--- src/rtl/pid_pkg.sv ---
package pid_pkg;

    // Default geometry of the compensator.
    localparam int ERR_W_D    = 3;
    localparam int ILD_W_D    = 8;
    localparam int RO_W_D     = 6;
    localparam int DROOP_SH_D = 6;
    localparam int GAIN_W_D   = 8;
    localparam int FRAC_D     = 4;
    localparam int INT_W_D    = 16;
    localparam int DUTY_W_D   = 10;

    // Outcome of the output limiter for one sample.
    typedef enum logic [1:0] {
        CL_NONE = 2'd0,
        CL_LOW  = 2'd1,
        CL_HIGH = 2'd2
    } clamp_e;

    function automatic int imax(input int a, input int b);
        return (a > b) ? a : b;
    endfunction

endpackage

--- src/rtl/pid_err_stage.sv ---
module pid_err_stage #(
    parameter int ERR_W    = pid_pkg::ERR_W_D,
    parameter int ILD_W    = pid_pkg::ILD_W_D,
    parameter int RO_W     = pid_pkg::RO_W_D,
    parameter int DROOP_SH = pid_pkg::DROOP_SH_D,
    parameter int EW       = 10
) (
    input  logic                    clk,
    input  logic                    rst,
    input  logic                    smp_vld_i,
    input  logic [ERR_W-1:0]        err_code_i,
    input  logic [ILD_W-1:0]        iload_i,
    input  logic [RO_W-1:0]         rout_i,
    input  logic                    vpos_en_i,
    output logic signed [EW-1:0]    err_q,
    output logic                    vld_q
);
    localparam int PW = ILD_W + RO_W;
    localparam int DW = PW - DROOP_SH;
    localparam logic [ERR_W-1:0] CODE_MIN = {1'b1, {(ERR_W-1){1'b0}}};
    localparam logic [ERR_W-1:0] CODE_SYM = {1'b1, {(ERR_W-2){1'b0}}, 1'b1};

    logic [ERR_W-1:0]     code_sym;
    logic [PW-1:0]        prod;
    logic [DW-1:0]        droop;
    logic signed [EW-1:0] err_n;

    always_comb begin
        code_sym = (err_code_i == CODE_MIN) ? CODE_SYM : err_code_i;
        prod     = {{RO_W{1'b0}}, iload_i} * {{ILD_W{1'b0}}, rout_i};
        droop    = vpos_en_i ? prod[PW-1:DROOP_SH] : '0;
        err_n    = EW'($signed(code_sym)) - $signed({{(EW-DW){1'b0}}, droop});
    end

    always_ff @(posedge clk) begin
        if (rst) begin
            err_q <= '0;
            vld_q <= 1'b0;
        end else begin
            vld_q <= smp_vld_i;
            if (smp_vld_i) begin
                err_q <= err_n;
            end
        end
    end

endmodule

--- src/rtl/pid_law_stage.sv ---
module pid_law_stage #(
    parameter int EW     = 10,
    parameter int GAIN_W = pid_pkg::GAIN_W_D,
    parameter int FRAC   = pid_pkg::FRAC_D,
    parameter int INT_W  = pid_pkg::INT_W_D,
    parameter int DUTY_W = pid_pkg::DUTY_W_D
) (
    input  logic                      clk,
    input  logic                      rst,
    input  logic                      vld_i,
    input  logic signed [EW-1:0]      err_i,
    input  logic signed [GAIN_W-1:0]  kp_i,
    input  logic signed [GAIN_W-1:0]  ki_i,
    input  logic signed [GAIN_W-1:0]  kd_i,
    input  logic [DUTY_W-1:0]         dmax_i,
    output logic [DUTY_W-1:0]         duty_o,
    output logic                      duty_vld_o,
    output logic signed [INT_W-1:0]   integ_q,
    output pid_pkg::clamp_e           clamp_q
);
    import pid_pkg::*;

    localparam int SW = GAIN_W + imax(INT_W, EW + 1) + 2;
    localparam logic signed [SW-1:0] RND = SW'(1) <<< (FRAC - 1);
    localparam logic signed [INT_W-1:0] I_MAX = {1'b0, {(INT_W-1){1'b1}}};
    localparam logic signed [INT_W-1:0] I_MIN = {1'b1, {(INT_W-1){1'b0}}};

    logic signed [EW-1:0]    prev_q;
    logic signed [SW-1:0]    p_term, d_term, i_term, sum, rnd;
    logic signed [SW-1:0]    dmax_s;
    logic [DUTY_W-1:0]       duty_n;
    clamp_e                  clamp_n;
    logic signed [INT_W:0]   integ_sum;
    logic signed [INT_W-1:0] integ_n;

    always_comb begin
        p_term = SW'(kp_i) * SW'(err_i);
        d_term = SW'(kd_i) * (SW'(err_i) - SW'(prev_q));
        i_term = SW'(ki_i) * SW'(integ_q);
        sum    = p_term + d_term + i_term;
        rnd    = (sum + RND) >>> FRAC;
        dmax_s = $signed({{(SW-DUTY_W){1'b0}}, dmax_i});
        if (rnd < 0) begin
            clamp_n = CL_LOW;
            duty_n  = '0;
        end else if (rnd > dmax_s) begin
            clamp_n = CL_HIGH;
            duty_n  = dmax_i;
        end else begin
            clamp_n = CL_NONE;
            duty_n  = rnd[DUTY_W-1:0];
        end
        integ_sum = (INT_W+1)'(integ_q) + (INT_W+1)'(err_i);
        if (integ_sum[INT_W] != integ_sum[INT_W-1]) begin
            integ_n = integ_sum[INT_W] ? I_MIN : I_MAX;
        end else begin
            integ_n = integ_sum[INT_W-1:0];
        end
    end

    always_ff @(posedge clk) begin
        if (rst) begin
            duty_o     <= '0;
            duty_vld_o <= 1'b0;
            integ_q    <= '0;
            prev_q     <= '0;
            clamp_q    <= CL_NONE;
        end else begin
            duty_vld_o <= vld_i;
            if (vld_i) begin
                duty_o  <= duty_n;
                clamp_q <= clamp_n;
                prev_q  <= err_i;
                if (clamp_n == CL_NONE) begin
                    integ_q <= integ_n;
                end
            end
        end
    end

endmodule

--- src/rtl/pid_duty_core.sv ---
module pid_duty_core #(
    parameter int ERR_W    = pid_pkg::ERR_W_D,
    parameter int ILD_W    = pid_pkg::ILD_W_D,
    parameter int RO_W     = pid_pkg::RO_W_D,
    parameter int DROOP_SH = pid_pkg::DROOP_SH_D,
    parameter int GAIN_W   = pid_pkg::GAIN_W_D,
    parameter int FRAC     = pid_pkg::FRAC_D,
    parameter int INT_W    = pid_pkg::INT_W_D,
    parameter int DUTY_W   = pid_pkg::DUTY_W_D
) (
    input  logic                     clk,
    input  logic                     rst,
    input  logic                     smp_vld_i,
    input  logic [ERR_W-1:0]         err_code_i,
    input  logic [ILD_W-1:0]         iload_i,
    input  logic                     vpos_en_i,
    input  logic [RO_W-1:0]          rout_i,
    input  logic signed [GAIN_W-1:0] kp_i,
    input  logic signed [GAIN_W-1:0] ki_i,
    input  logic signed [GAIN_W-1:0] kd_i,
    input  logic [DUTY_W-1:0]        dmax_i,
    output logic [DUTY_W-1:0]        duty_o,
    output logic                     duty_vld_o
);
    import pid_pkg::*;

    // Shifted-error width: the larger of code and droop, plus sign and borrow.
    localparam int DW = ILD_W + RO_W - DROOP_SH;
    localparam int EW = imax(ERR_W, DW) + 2;

    logic signed [EW-1:0]    s1_err;
    logic                    s1_vld;
    logic signed [INT_W-1:0] law_integ;
    clamp_e                  law_clamp;

    pid_err_stage #(
        .ERR_W(ERR_W), .ILD_W(ILD_W), .RO_W(RO_W),
        .DROOP_SH(DROOP_SH), .EW(EW)
    ) err_i (
        .clk(clk), .rst(rst), .smp_vld_i(smp_vld_i),
        .err_code_i(err_code_i), .iload_i(iload_i), .rout_i(rout_i),
        .vpos_en_i(vpos_en_i), .err_q(s1_err), .vld_q(s1_vld)
    );

    pid_law_stage #(
        .EW(EW), .GAIN_W(GAIN_W), .FRAC(FRAC),
        .INT_W(INT_W), .DUTY_W(DUTY_W)
    ) law_i (
        .clk(clk), .rst(rst), .vld_i(s1_vld), .err_i(s1_err),
        .kp_i(kp_i), .ki_i(ki_i), .kd_i(kd_i), .dmax_i(dmax_i),
        .duty_o(duty_o), .duty_vld_o(duty_vld_o),
        .integ_q(law_integ), .clamp_q(law_clamp)
    );

endmodule

--- config.mk ---
export PLATFORM = sky130hd
export DESIGN_NAME = pid_duty_core
export DESIGN_NICKNAME = d
export VERILOG_FILES = /design/src/rtl/pid_pkg.sv /design/src/rtl/pid_err_stage.sv /design/src/rtl/pid_law_stage.sv /design/src/rtl/pid_duty_core.sv
export SDC_FILE = /design/constraint.sdc
export NUM_CORES = 1
export LEC_CHECK = 0
export CAP_MARGIN = 20
export CORE_UTILIZATION = 45
export CTS_CLUSTER_SIZE = 14
export DETAILED_ROUTE_END_ITERATION = 10
export PLACE_DENSITY_LB_ADDON = 0.2
export SYNTH_ARGS = -nofsm -noshare
export SYNTH_HDL_FRONTEND = slang
export SYNTH_SLANG_ARGS = --single-unit
--- constraint.sdc ---
create_clock -name clk -period 10.5 [get_ports clk]
set_clock_uncertainty 0.1 [all_clocks]
set_input_delay 2.1 -clock clk [delete_from_list [all_inputs] [get_ports clk]]
set_output_delay 2.1 -clock clk [all_outputs]
set_load 0.03 [all_outputs]
## After elaboration in Yosys (flattened, before gate mapping)

Cells that the tools add are included.
W data, S select, Z words.

- Bits in registers: 48
- Input bits: 55
- Logic and storage cells: 30

- Add/sub/neg operators: 6
- $mul: 4
- $lt $le $gt $ge: 2
- Equality and inequality tests: 2
- Mux-type cells: 8
- Reductions and logical operators: 2

Operators by type and width:

| kind | number |
|---|---|
| $add A26 B26 Y26 | 2 |
| $mux W16 | 2 |
| $add A26 B5 Y26 const B | 1 |
| $mul A8 B16 Y24 | 1 |
| $gt A22 B11 Y1 | 1 |
| $lt A22 B1 Y1 const B | 1 |
| $mux W10 | 2 |
| $mul A8 B11 Y19 | 1 |
| $mul A8 B10 Y18 | 1 |
| $add A16 B10 Y17 | 1 |
| $mul A8 B6 Y14 | 1 |
| $sub A10 B10 Y11 | 1 |
| $sub A3 B9 Y10 | 1 |
| $mux W8 | 1 |
| $mux W2 | 2 |
| $eq A3 B3 Y1 const B | 1 |
| $mux W3 | 1 |
| $logic_not A2 Y1 | 1 |
| $reduce_and A2 Y1 | 1 |
| $ne A1 B1 Y1 | 1 |

## Longest topological paths before layout

- Depth in word-level cells: 10
- Gate-level depth with buffers: 46
- Gate-level depth less buffers: 42

## Cells and area by module

A second synthesis with hierarchy kept.

- Cell total of the unflattened synthesis: 2002
- Area, all modules: 17713.2 sq um

By module, submodules not included:

| module | times used | cells each | area each (sq um) |
|---|---|---|---|
| pid_law_stage | 1 | 1734 | 15513.6 |
| pid_err_stage | 1 | 268 | 2199.6 |

## Worst setup path after synthesis

Ideal clock, no wire load.

- Path type: input port to flip-flop
- Start point: input port kd_i[4]
- End point: register law_i.integ_q[1]
- Setup time: 87 ps
- Arrival: 9821 ps
- Data required time: 10313 ps
- Setup slack: 492 ps
- Stages: 33
- Cell sequence: clkbuf_1 -> nand2_1 -> fa_1 -> fa_1 -> inv_1 -> fa_1 -> inv_1 -> fa_1 -> inv_1 -> ha_1 -> a21oi_1 -> o21a_1 -> a211oi_1 -> a211o_1 -> a31o_2 -> a21oi_1 -> xnor2_1 -> clkbuf_1 -> xor2_1 -> ha_1 -> o21bai_1 -> ha_1 -> ha_1 -> nand2_1 -> nand2_1 -> a211oi_1 -> a21oi_1 -> or4_1 -> o21a_1 -> or4_1 -> buf_2 -> or4_1 -> o31ai_1

- Cells in the longest elaborated chain, start to end: 9

RTL lines:

| element | RTL line | RTL |
|---|---|---|
| from (decl) | pid_duty_core.sv:20 | `input logic signed [GAIN_W-1:0] kd_i,` |
| $mul A8 B11 Y19 (*) | pid_law_stage.sv:38 | `d_term = SW'(kd_i) * (SW'(err_i) - SW'(prev_q));` |
| $add A26 B26 Y26 (*) (2 in a row) | pid_law_stage.sv:40 | `sum = p_term + d_term + i_term;` |
| $add A26 B5 Y26 (*) | pid_law_stage.sv:41 | `rnd = (sum + RND) >>> FRAC;` |
| $gt A22 B11 Y1 | pid_law_stage.sv:46 | `end else if (rnd > dmax_s) begin` |
| $mux W2 | pid_law_stage.sv:46 |  |
| $mux W2 (*) | pid_law_stage.sv:43 | `if (rnd < 0) begin` |
| $logic_not A2 Y1 (*) | pid_law_stage.sv:74 | `if (clamp_n == CL_NONE) begin` |
| $reduce_and A2 Y1 (no source line) (*) | n/a |  |
| to (signal assigned) | pid_law_stage.sv:75 | `integ_q <= integ_n;` |
| to (decl) | pid_law_stage.sv:18 | `output logic signed [INT_W-1:0] integ_q,` |

Mark *: on every way between the ends. The rest lies on a longest branch, timed or not.
A chain may end at the register's enable or synchronous reset.

## Final worst setup path

- Start point: input port kd_i[2]
- End point: register law_i.integ_q[1]

Same word-level chain as after synthesis.

==> results.rst <==
.. list-table::
   :header-rows: 1

   * - Metric
     - Value
   * - Leading register cell type out of synthesis
     - dfxtp_1
   * - Number of CTS-inserted buffers
     - 5
   * - FMAX
     - ~100 MHz
   * - Ratio of cells with drive above 1 in the final layout
     - 0.1236
   * - Number of max-cap violations
     - 0
   * - Drt pass-1 iters
     - 4
   * - Number of flops mapped to enable cells by yosys
     - 0
   * - Final critical path time including I/O delays and setup
     - a little over 10000 ps
   * - HPWL Detailed
     - 36650 µm
   * - Status
     - completed
   * - Post-synth cell types
     - between 60 and 70
   * - Total wirelength of the detailed-routed design
     - between 40000 and 50000 µm
   * - Commonest cells post-synth
     - inv_1 (364), fa_1 (278), ha_1 (238)
   * - Routed Antenna Nets
     - 0
   * - Number of top-level pins
     - 66
   * - Congestion Overflow GR
     - 0
   * - Wire length of the first global-routing pass
     - 70060 µm
   * - Maximum number of pins on one net before global-route repair
     - 45
   * - CTS tree
     - built
   * - Slew Viols, Final
     - 0
   * - Avg Vias per Cell
     - between 5 and 6
   * - Hold violation count in the final report
     - 0
   * - Height of the die
     - 197.9 µm
   * - Element type at the critical path start
     - input pin
   * - CTS root buf
     - clkbuf_16
   * - Per-cell routed wire length
     - approximately 15 µm
   * - WHS
     - about 350 ps
   * - Number of synthesized register bits
     - between 40 and 50
   * - Post-detailed-route DRC marker count
     - 0
   * - Largest cells by area after synthesis
     - fa_1 (32%), ha_1 (17%), inv_1 (7.9%), and2_1 (6.9%), dfxtp_1 (5.6%)
   * - Number of antenna violations at the first check in global routing
     - 2
   * - Layout overhead on the synthesized area
     - 18.09%
   * - Largest area contributor in the netlist
     - fa_1
   * - Worst max-slew margin expressed relative to the limit
     - 0.2607
   * - Post-Synthesis Net Count
     - around 2600
   * - Setup violation total in the final timing report
     - 0
   * - Area fraction of the dominant cell type after synthesis
     - 0.3222
   * - Cell count after synthesis
     - approximately 2000
   * - Total number of vias
     - 13860
   * - Layout net count
     - approximately 2800
   * - Critical Path Fanout Max
     - 8
   * - CTS max path bufs
     - 2
   * - Crit Path Class
     - input pin to flop
   * - Dominant cell by count in the synthesized netlist
     - inv_1
   * - Required arrival time at the worst endpoint
     - between 10000 and 15000 ps
   * - Count of warnings emitted by yosys
     - 0
   * - Initial cell density of the core
     - 0.4576
   * - Stage delay of the slowest cell on the critical path
     - 540 ps
   * - Share of the clock period used by the worst path after layout
     - 0.9784
   * - Hold/Removal Path Class
     - flop to flop
   * - Core region area
     - 37760 µm²
   * - Floorplan die area
     - about 39000 µm²
   * - Placer Congestion
     - a little over 0.9
   * - Setup Total Neg Slack
     - 0 ps
   * - Global Route Usage Sum
     - 0.2237
   * - Horiz. Die Dim
     - a little under 200 µm
   * - Share of flip-flops with an asynchronous set or reset after synthesis
     - 0
   * - Kind of end point of the critical path
     - flop
   * - Worst-skew pair later-pin latency
     - ~320 ps
   * - Count of H-tree levels built during CTS
     - 2
   * - # fillers
     - around 3500
   * - Slowest cell on the critical path
     - or4_4
   * - Seq/Total Area, Yosys
     - 0.05562
   * - Clock slew seen by the registers of the worst setup and hold paths
     - ~70 ps
   * - Number of global-route vias before repair
     - 14380
   * - Arrival time at the worst endpoint
     - 10410 ps
   * - CTS Sinks
     - 48
   * - Mean Syn Cell Area
     - 8.664 µm²
   * - Cell area after synthesis
     - 17280 µm²
   * - Std cell rows
     - 71
   * - Iter 0 DRT Violations
     - 538
   * - PortBufs
     - 65
   * - Worst Max-Slew Pin Slew
     - approximately 1100 ps
[worst paths after layout]
| path | end | slack [ps] | cells after the start | startpoint |
|---|---|---|---|---|
| setup reg to reg | law_i.integ_q[1] | 470 | 40 | err_i.err_q[0] |
| hold / removal | law_i.duty_o[2] | 350 | 2 | law_i.duty_o[2] |
| setup / recovery | law_i.integ_q[1] | 230 | 30 | kd_i[2] |
| hold reg to reg | law_i.duty_o[2] | 350 | 2 | law_i.duty_o[2] |
[cell usage in the layout (no fill, tap or decap), types with 28 or more instances in the layout]
master | netlist | layout
buf_4 | 1 | 204
nand2b_1 | 41 | 39
o21ai_0 | 67 | 60
inv_1 | 364 | 363
mux2i_1 | 34 | 34
xnor2_1 | 84 | 77
fa_1 | 278 | 277
nand2_1 | 155 | 155
xor2_1 | 30 | 28
and2_1 | 190 | 188
nor2_1 | 98 | 96
clkdlybuf4s50_1 | 0 | 53
a21oi_1 | 66 | 61
nor2b_1 | 31 | 31
dfxtp_1 | 48 | 48
ha_1 | 238 | 235
[worst max-delay path, delay by kind of cell]
kind | cells | cell delay, ps
buffers and inverters | 3 | 830
xor gates and xnor gates | 1 | 190
adders and majority gates | 8 | 3180
AOI/OAI and AO/OA | 11 | 1800
and+or+nand+nor | 7 | 2290
[flip-flops by register name (all words and copies together), names as in the netlist]
signal / count
law_i.integ_q: 16
err_i.err_q: 10
law_i.prev_q: 10
err_i.vld_q: 1
law_i.duty_o: 10
law_i.duty_vld_o: 1
[layer usage]
layer,vias up,GRT usage,wire [µm]
met2,200,0.3722,19350
met5,-,0,15
met3,43,0.03066,1354
met1,6787,0.3093,20320
met4,2,0.04651,842
li1,6828,-,-
[cell families after synthesis]
| kind of cell | count (synthesis) | share of synthesized area |
|---|---|---|
| fa+ha+maj | 520 | 0.4968 |
| xor+xnor | 114 | 0.05780 |
| compound gates | 264 | 0.09915 |
| flops | 48 | 0.05562 |
| mux | 35 | 0.02035 |
| buf+inv | 415 | 0.09061 |
| simple gates | 598 | 0.1796 |
[cell type report]
class,instances,area [µm²],share of cell area
Antenna cell,1,2.502,0.0001227
Clock buffer,5,125.1,0.006133
Clock inverter,3,46.29,0.002269
Inverter,365,1374,0.06734
Multi-Input combinational cell,1531,14980,0.7344
Sequential cell,48,960.9,0.04710
Tap cell,511,639.4,0.03134
Timing Repair Buffer,273,2270,0.1113
[repair_timing]
action	4_1_cts	5_1_grt
pin swaps	0	15
setup buffers	0	5
endpoints found under the setup margin	13	26
resized for setup	4	61
hold buffers	0	0
gates cloned	0	0
[stage by stage]
step,cells,instance area (µm²),utilization,worst slack [ps]
floorplan,1994,17280,-,492.2
global route,2736,20400,0.5403,-66.90
global placement,2722,19930,0.5280,-234.5
CTS,2730,20110,0.5326,68.96
detailed placement,2722,19930,0.5280,-442.3
finish,2737,20400,0.5403,227.0
Power is left out: the tool's default activity adds up to more than one toggle a clock period on the data nets, which glitch-free logic cannot reach.
